## src/rtl/alarm_pkg.sv

```systemverilog
package alarm_pkg;
  localparam int NUM_FIELDS = 6;
  localparam int GLOBAL_BIT = 6;
  localparam int STAT_BIT   = 1;
  localparam int CTRL_W     = 7;

  typedef enum logic [2:0] {
    ADR_CTRL = 3'd0,
    ADR_SEC  = 3'd1,
    ADR_MIN  = 3'd2,
    ADR_HOUR = 3'd3,
    ADR_DAY  = 3'd4,
    ADR_MON  = 3'd5,
    ADR_YEAR = 3'd6,
    ADR_STAT = 3'd7
  } regAddr_e;

  typedef struct packed {
    logic [NUM_FIELDS-1:0] fieldLoad;
  } dpStrb_t;

  // usable bit count of each alarm field, index 0 = seconds .. 5 = year
  function automatic int fieldBits(input int idx);
    case (idx)
      0, 1:    return 7;
      2, 3:    return 6;
      4:       return 5;
      default: return 12;
    endcase
  endfunction
endpackage

```

## src/rtl/alarm_dp.sv

```systemverilog
module alarm_dp
  import alarm_pkg::*;
#(
  parameter int DATA_W = 16,
  parameter int YEAR_W = 12
) (
  input  logic                               clk,
  input  logic                               rstN,
  input  dpStrb_t                            strb,
  input  logic [DATA_W-1:0]                  wrData,
  input  logic [NUM_FIELDS-1:0][YEAR_W-1:0]  curVal,
  output logic [NUM_FIELDS-1:0]              matchVec
);
  logic [NUM_FIELDS-1:0][YEAR_W-1:0] almQ;

  for (genvar i = 0; i < NUM_FIELDS; i++) begin : g_field
    localparam logic [YEAR_W-1:0] FIELD_MASK = YEAR_W'((64'd1 << fieldBits(i)) - 64'd1);

    always_ff @(posedge clk) begin
      if (!rstN) begin
        almQ[i] <= '0;
      end else if (strb.fieldLoad[i]) begin
        almQ[i] <= wrData[YEAR_W-1:0] & FIELD_MASK;
      end
    end

    assign matchVec[i] = (almQ[i] == curVal[i]);
  end


  onehot_load_chk: assert property (@(posedge clk) disable iff (!rstN)
    $onehot0(strb.fieldLoad));
endmodule

```

## src/rtl/alarm_ctrl.sv

```systemverilog
module alarm_ctrl
  import alarm_pkg::*;
#(
  parameter int DATA_W = 16,
  parameter int ADDR_W = 3
) (
  input  logic                  clk,
  input  logic                  rstN,
  input  logic                  wrEn,
  input  logic [ADDR_W-1:0]     wrAddr,
  input  logic [DATA_W-1:0]     wrData,
  input  logic                  secTick,
  input  logic [NUM_FIELDS-1:0] matchVec,
  output dpStrb_t               strb,
  output logic                  statusQ
);
  logic [CTRL_W-1:0] ctrlQ;
  logic              ctrlWr;
  logic              clrReq;
  logic              fire;

  assign ctrlWr = wrEn && (wrAddr == ADDR_W'(ADR_CTRL));
  assign clrReq = wrEn && (wrAddr == ADDR_W'(ADR_STAT)) && wrData[STAT_BIT];
  assign fire   = secTick && ctrlQ[GLOBAL_BIT] &&
                  (|(matchVec & ctrlQ[NUM_FIELDS-1:0]));

  for (genvar i = 0; i < NUM_FIELDS; i++) begin : g_dec
    assign strb.fieldLoad[i] = wrEn && (wrAddr == ADDR_W'(i + 1));
  end

  always_ff @(posedge clk) begin
    if (!rstN) begin
      ctrlQ <= '0;
    end else if (ctrlWr) begin
      ctrlQ <= wrData[CTRL_W-1:0];
    end
  end

  always_ff @(posedge clk) begin
    if (!rstN) begin
      statusQ <= 1'b0;
    end else if (fire) begin
      statusQ <= 1'b1;
    end else if (clrReq) begin
      statusQ <= 1'b0;
    end
  end


  global_off_hold_chk: assert property (@(posedge clk) disable iff (!rstN)
    (!ctrlQ[GLOBAL_BIT] && !statusQ) |=> !statusQ);

  rise_needs_tick_chk: assert property (@(posedge clk) disable iff (!rstN)
    $rose(statusQ) |-> $past(secTick));

  w1c_clear_chk: assert property (@(posedge clk) disable iff (!rstN)
    (clrReq && !secTick) |=> !statusQ);

  sticky_hold_chk: assert property (@(posedge clk) disable iff (!rstN)
    (statusQ && !(wrEn && wrAddr == ADDR_W'(ADR_STAT))) |=> statusQ);

  set_wins_chk: assert property (@(posedge clk) disable iff (!rstN)
    (secTick && ctrlQ[GLOBAL_BIT] && matchVec[0] && ctrlQ[0]) |=> statusQ);
endmodule

```

## src/rtl/bcd_alarm_match.sv

```systemverilog
module bcd_alarm_match
  import alarm_pkg::*;
#(
  parameter int DATA_W  = 16,
  parameter int ADDR_W  = 3,
  parameter int FIELD_W = 8,
  parameter int YEAR_W  = 12
) (
  input  logic               clk,
  input  logic               rstN,
  input  logic               wrEn,
  input  logic [ADDR_W-1:0]  wrAddr,
  input  logic [DATA_W-1:0]  wrData,
  input  logic               secTick,
  input  logic [FIELD_W-1:0] curSec,
  input  logic [FIELD_W-1:0] curMin,
  input  logic [FIELD_W-1:0] curHour,
  input  logic [FIELD_W-1:0] curDay,
  input  logic [FIELD_W-1:0] curMon,
  input  logic [YEAR_W-1:0]  curYear,
  output logic               alarmIrq
);
  dpStrb_t                           strb;
  logic [NUM_FIELDS-1:0]             matchVec;
  logic [NUM_FIELDS-1:0][YEAR_W-1:0] curVal;

  assign curVal[0] = YEAR_W'(curSec);
  assign curVal[1] = YEAR_W'(curMin);
  assign curVal[2] = YEAR_W'(curHour);
  assign curVal[3] = YEAR_W'(curDay);
  assign curVal[4] = YEAR_W'(curMon);
  assign curVal[5] = curYear;

  alarm_ctrl #(.DATA_W(DATA_W), .ADDR_W(ADDR_W)) ctrl_i (
    .clk(clk), .rstN(rstN), .wrEn(wrEn), .wrAddr(wrAddr), .wrData(wrData),
    .secTick(secTick), .matchVec(matchVec), .strb(strb), .statusQ(alarmIrq)
  );

  alarm_dp #(.DATA_W(DATA_W), .YEAR_W(YEAR_W)) dp_i (
    .clk(clk), .rstN(rstN), .strb(strb), .wrData(wrData),
    .curVal(curVal), .matchVec(matchVec)
  );
endmodule

```

## config.mk

```make
export PLATFORM = sky130hd
export DESIGN_NAME = bcd_alarm_match
export DESIGN_NICKNAME = d
export VERILOG_FILES = /design/src/rtl/alarm_pkg.sv /design/src/rtl/alarm_dp.sv /design/src/rtl/alarm_ctrl.sv /design/src/rtl/bcd_alarm_match.sv
export SDC_FILE = /design/constraint.sdc
export NUM_CORES = 1
export LEC_CHECK = 0
export BUFFER_PORTS_ARGS = -buffer_cell sky130_fd_sc_hd__buf_2
export CAP_MARGIN = 30
export CORE_AREA = 2 2 73 75
export CTS_BUF_LIST = sky130_fd_sc_hd__clkbuf_8
export DETAILED_ROUTE_END_ITERATION = 10
export DIE_AREA = 0 0 75 77
export PLACE_DENSITY = 0.8
export RECOVER_POWER = 25
export SYNTH_ARGS = -nofsm -noshare
export SYNTH_HDL_FRONTEND = slang
export SYNTH_SLANG_ARGS = --single-unit
```

## constraint.sdc

```tcl
create_clock -name clk -period 1.3 [get_ports clk]
set_input_delay 0 -clock clk [delete_from_list [all_inputs] [get_ports clk]]
set_output_delay 0 -clock clk [all_outputs]
set_load 0.005 [all_outputs]
```

======== Yosys cells after proc, flatten, opt, wreduce, memory -nomap -nowiden ========
Index checks and enable logic that the tools add are counted.
word-level totals
  logic and storage cells ................. 38
  flip-flop bits (word level) ............. 51
  input port bits ......................... 75
  output and inout bits ................... 1
operators by class
  bitwise logic cells ..................... 1
  eq/ne operators ......................... 13
  multiplexer cells ....................... 2
  reduce and logical (&&, ||, !) cells .... 14
operators by type and width
  kind                  number
  $eq A6 B8 Y1          2
  $eq A7 B8 Y1          2
  $eq A12 B12 Y1        1
  $eq A3 B3 Y1 const B  4
  $logic_and A1 B1 Y1   11
  $eq A5 B8 Y1          1
  $and A6 B6 Y6         1
  $eq A3 B2 Y1 const B  2
  $reduce_or A6 Y1      1
  $eq A3 B1 Y1 const B  1
  $logic_not A3 Y1      1
  $mux W1               2
  $reduce_bool A2 Y1    1

======== Longest topological paths before layout ========
  depth in word-level cells ............... 5
  gate-level depth with buffers ........... 6

======== Cells and area by module ========
Synthesis repeated with hierarchy kept, for this count alone.
unflattened totals
  cells, all modules ...................... 257
  area, all modules ....................... 2571.2 um2
modules (own cells, without submodules)
  module           area an instance (um2)  cells an instance  instances  seq. area each (um2)
  alarm_dp         2164.6                  213                1          860.8
  alarm_ctrl       402.9                   43                 1          160.2
  bcd_alarm_match  3.8                     1                  1          0.0

======== Worst setup path before layout ========
No wires, ideal clock.
  kind .................................... register -> register
  start ................................... register dp_i.almQ[24] (netlist name)
  end ..................................... register ctrl_i.statusQ
  buffers on the path ..................... 0
  required time ........................... 1.175 ns
  arrival time ............................ 0.961 ns
  setup slack ............................. 0.214 ns
  clock period less this slack ............ 1.086 ns
  cell stages (with the launch flop) ...... 5
  cell sequence ........................... dfxtp_1 -> xnor2_1 -> nand4_1 -> o32ai_1 -> o41a_1
between the ends
  longest elaborated chain between the ends .. 5
  elaborated cells on any way between the ends .. 6
  those cells by class .................... eq/ne (1); mux (1); bitwise (1); reduce/logical (3)
RTL lines
  what                                           RTL line          text
  from (decl)                                    alarm_dp.sv:14    logic [NUM_FIELDS-1:0][YEAR_W-1:0] almQ;
  from (signal, indexed assignment)              alarm_dp.sv:23    almQ[i] <= wrData[YEAR_W-1:0] & FIELD_MASK;
  $eq A6 B8 Y1 (*)                               alarm_dp.sv:27    assign matchVec[i] = (almQ[i] == curVal[i]);
  $and A6 B6 Y6 (*)                              alarm_ctrl.sv:25  (|(matchVec & ctrlQ[NUM_FIELDS-1:0]));
  $reduce_or A6 Y1 (*)                           alarm_ctrl.sv:25
  $logic_and A1 B1 Y1 (*)                        alarm_ctrl.sv:24  assign fire = secTick && ctrlQ[GLOBAL_BIT] &&
  $mux W1 or $reduce_bool A2 Y1 (tied branches)  -
  to (signal assigned)                           alarm_ctrl.sv:41  statusQ <= 1'b0;
  to (signal assigned)                           alarm_ctrl.sv:43  statusQ <= 1'b1;
  to (signal assigned)                           alarm_ctrl.sv:45  statusQ <= 1'b0;
  to (decl)                                      alarm_ctrl.sv:15  output logic statusQ
Every way passes the cells marked *; elsewhere a longest branch is shown, timed or not.
A chain may end at the register's enable or synchronous reset.

======== Worst setup path in the final report ========
  start ................................... register dp_i.almQ[5] (netlist name)
  end ..................................... register ctrl_i.statusQ
between the ends
  longest elaborated chain between the ends .. 5
  elaborated cells on any way between the ends .. 6
  those cells by class .................... eq/ne (1); mux (1); bitwise (1); reduce/logical (3)
RTL lines
  what                                           RTL line
  $eq A7 B8 Y1 (*)                               alarm_dp.sv:27
  $and A6 B6 Y6 (*)                              alarm_ctrl.sv:25
  $reduce_or A6 Y1 (*)                           alarm_ctrl.sv:25
  $logic_and A1 B1 Y1 (*)                        alarm_ctrl.sv:24
  $mux W1 or $reduce_bool A2 Y1 (tied branches)  -
Marks and branches as above.

==> results_dict.tcl <==
set metrics [dict create \
    cts_tree "yes" \
    crit_type "reg2reg" \
    syn_area_per_cell_um2 9.72 \
    rows 26 \
    setup_viol 0 \
    fin_crit_sh_pct 93.7 \
    power.total_mw 3.02 \
    drive_gt1_share_pct 27.9 \
    cp-start-kind "register" \
    fin_skew_ps 2.74 \
    place_hpwl_mm 4.13 \
    max_freq_ghz 0.821 \
    cts_max_path_buffers 2 \
    fp.coreArea_mm2 0.00498 \
    wl_mm 5.58 \
    ys_types 34 \
    period_needed_ps 1220 \
    cap_violations 0 \
    wl_per_cell_um 13.5 \
    vias 2013 \
    synth_nets 339 \
    overflow 0 \
    p_leak_nw 1.22 \
    antenna_left 0 \
    slew_headroom_pct 59.2 \
    start_util_pct 51.5 \
    crit_path_end_kind "register" \
    max_slew.worst_pin.slew_ps 609 \
    grt_pass1_vias 1937 \
    first_iter_violations 36 \
    yosysWarnings 0 \
    rsz0062_at_grt "false" \
    hold_class "in2reg" \
    grt_max_degree 18 \
    grtUsageTotal_pct 20.2 \
    violations "hold timing" \
    h-tree-depth 2 \
    required_ps 1560 \
    synth-seq-area-share_pct 39.8 \
    drt_first_pass_iters 4 \
    port_buffers 71 \
    cts_setup_buffers 0 \
    syn_inst 264 \
    grt_pass1_wl_mm 8.86 \
    synth_area_mm2 0.00256 \
    boundaryPins 76 \
    antenna_found_initial 0 \
    ys_ff_latch 51 \
    fin_hold_ws_ps -2.66 \
    ctsRootBufferMaster "clkbuf_8" \
    clkSlewWorstSetupHoldPaths_ps 90 \
    diodes 0 \
    outcome "complete, but fails checks" \
    numCtsBuffers 5 \
    p_per_area_mw_per_mm2 957 \
    cp_max_fo 2 \
    peakVddDrop_uv 573 \
    nNetsFinal 418 \
    drc 0 \
    slew_violations 0 \
    hold_viol 1 \
    fp.dieH_um 77 \
    die_w_um 75 \
    fin_setup_tns_ps 0 \
    die-area_mm2 0.00578 \
    place_congestion 0.776 \
    arrival_ps 1480 \
    clk_latency_ps 310 \
    syn_to_final_growth_pct 23.1 \
    via_per_inst 4.86 \
    clkSinkCount 51 \
]
layout make-up:
cell class	count	area [µm²]
clock buffers	7	96.3
fillers	445	1820
repair buffers	84	467
multi-input cells	201	1480
well taps	70	87.6
flip-flops and latches	51	1020
clock inverters	1	3.75
cells in the mapped netlist:
| master | n | share of area [%] |
|---|---|---|
| buf_2 | 1 | 0.19 |
| a21boi_0 | 3 | 0.88 |
| o22ai_1 | 1 | 0.24 |
| nand2_2 | 2 | 0.49 |
| o21ai_1 | 1 | 0.19 |
| buf_6 | 2 | 0.88 |
| xnor2_1 | 39 | 13 |
| or3_1 | 1 | 0.24 |
| nor2_2 | 1 | 0.24 |
| a21boi_1 | 17 | 5.0 |
| or2_1 | 2 | 0.49 |
| nor4_1 | 1 | 0.24 |
| nand4b_2 | 1 | 0.59 |
| nand4_1 | 8 | 2.0 |
| nand2_1 | 40 | 5.9 |
| nor3b_1 | 2 | 0.59 |
| nor3_2 | 1 | 0.39 |
| nand3_1 | 4 | 0.78 |
| clkbuf_2 | 1 | 0.19 |
| nor3b_2 | 1 | 0.49 |
| nand3b_1 | 1 | 0.29 |
| buf_4 | 2 | 0.59 |
| dfxtp_1 | 51 | 40 |
| clkbuf_1 | 6 | 0.88 |
| nand2b_4 | 2 | 1.1 |
| o41a_1 | 1 | 0.44 |
| nor2_8 | 1 | 0.78 |
| nor4b_1 | 1 | 0.34 |
| xor2_1 | 4 | 1.4 |
| nor2b_1 | 32 | 7.8 |
| nor3_4 | 1 | 0.63 |
| o32ai_1 | 1 | 0.34 |
| o41ai_1 | 1 | 0.34 |
| mux2i_1 | 31 | 12 |
worst paths after layout:
check	from	endpoint	slack [ps]	depth (start not counted)
worst max-delay path	dp_i.almQ[5]$_SDFFE_PN0P_	ctrl_i.statusQ$_SDFFE_PN0P_	80	4
worst min-delay path	wrData[5]	dp_i.almQ[65]$_SDFFE_PN0P_	-3	3
worst max register to register	dp_i.almQ[5]$_SDFFE_PN0P_	ctrl_i.statusQ$_SDFFE_PN0P_	80	4
worst min register to register	ctrl_i.ctrlQ[5]$_SDFFE_PN0P_	ctrl_i.ctrlQ[5]$_SDFFE_PN0P_	460	2
metal layers:
metal	GRT usage, %	part of all wire (%)	up-vias
li1	-	-	1039
met3	4.60	4.5	7
met5	0	0	-
met4	7.50	1.6	0
met2	33.4	50	41
met1	25.1	44	926
power breakdown:
part | internal, mW | switching, mW
clock network | 0.479 | 0.512
registers | 1.59 | 0.0214
logic | 0.228 | 0.187
metrics by stage:
stage,util (%),hold slack [ps],cell area [µm²],setup WS [ps],std cells
after floorplan,-,135,2560,214,264
after global placement,60.1,240,2990,62.4,400
after CTS,63.4,6.30,3160,60.3,414
after detailed placement,60.1,249,2990,5.27,400
final,63.4,-2.66,3160,81.7,414
after global routing,63.4,18.2,3160,15.9,414
registers in the layout (all words and copies together), names as in the netlist:
name            cells
dp_i.almQ          43
ctrl_i.ctrlQ        7
ctrl_i.statusQ      1
timing repair:
action	CTS	global route
hold buffers	6	0
resized for setup	1	1
endpoints found under the hold margin	7	0
setup endpoints to repair	1	1
kinds of logic (layout without fill, tap and decap cells):
family,count (synthesis),count (layout),share of synthesized area (%)
compound gates,25,25,7.41
xor+xnor,43,43,14.7
buf+inv,12,92,2.73
flops,51,51,39.8
mux,31,31,12.1
simple gates,102,102,23.3
critical path, cell delays in order (launching register included):
cell	delay, ps
dfxtp_1	330
xnor2_1	150
nand3b_1	80
o41ai_1	440
o41a_1	170
cells in the final DEF (no fill, tap or decap):
cell	netlist	final
o21ai_1	1	1
dlygate4sd3_1	0	6
buf_4	2	7
nand2b_4	2	2
mux2i_1	31	31
nor4_1	1	1
nor4b_2	0	1
nand4_1	8	8
o41a_1	1	1
o32ai_2	0	1
nor2_2	1	1
nor3_2	1	2
nand4b_2	1	1
inv_1	0	1
nor3b_2	1	1
nor2b_1	32	32
clkbuf_8	0	7
a21boi_0	3	3
nor3b_1	2	2
a21boi_1	17	17
or2_1	2	2
nand2_2	2	2
xor2_1	4	4
nor2_8	1	1
o22ai_1	1	1
nand2_1	40	40
clkbuf_1	6	1
nand3_1	4	4
nand3b_1	1	1
dfxtp_1	51	51
xnor2_1	39	39
or3_1	1	1
buf_2	1	70
o41ai_1	1	1
No activity file was read; power rests on OpenSTA's default activity.
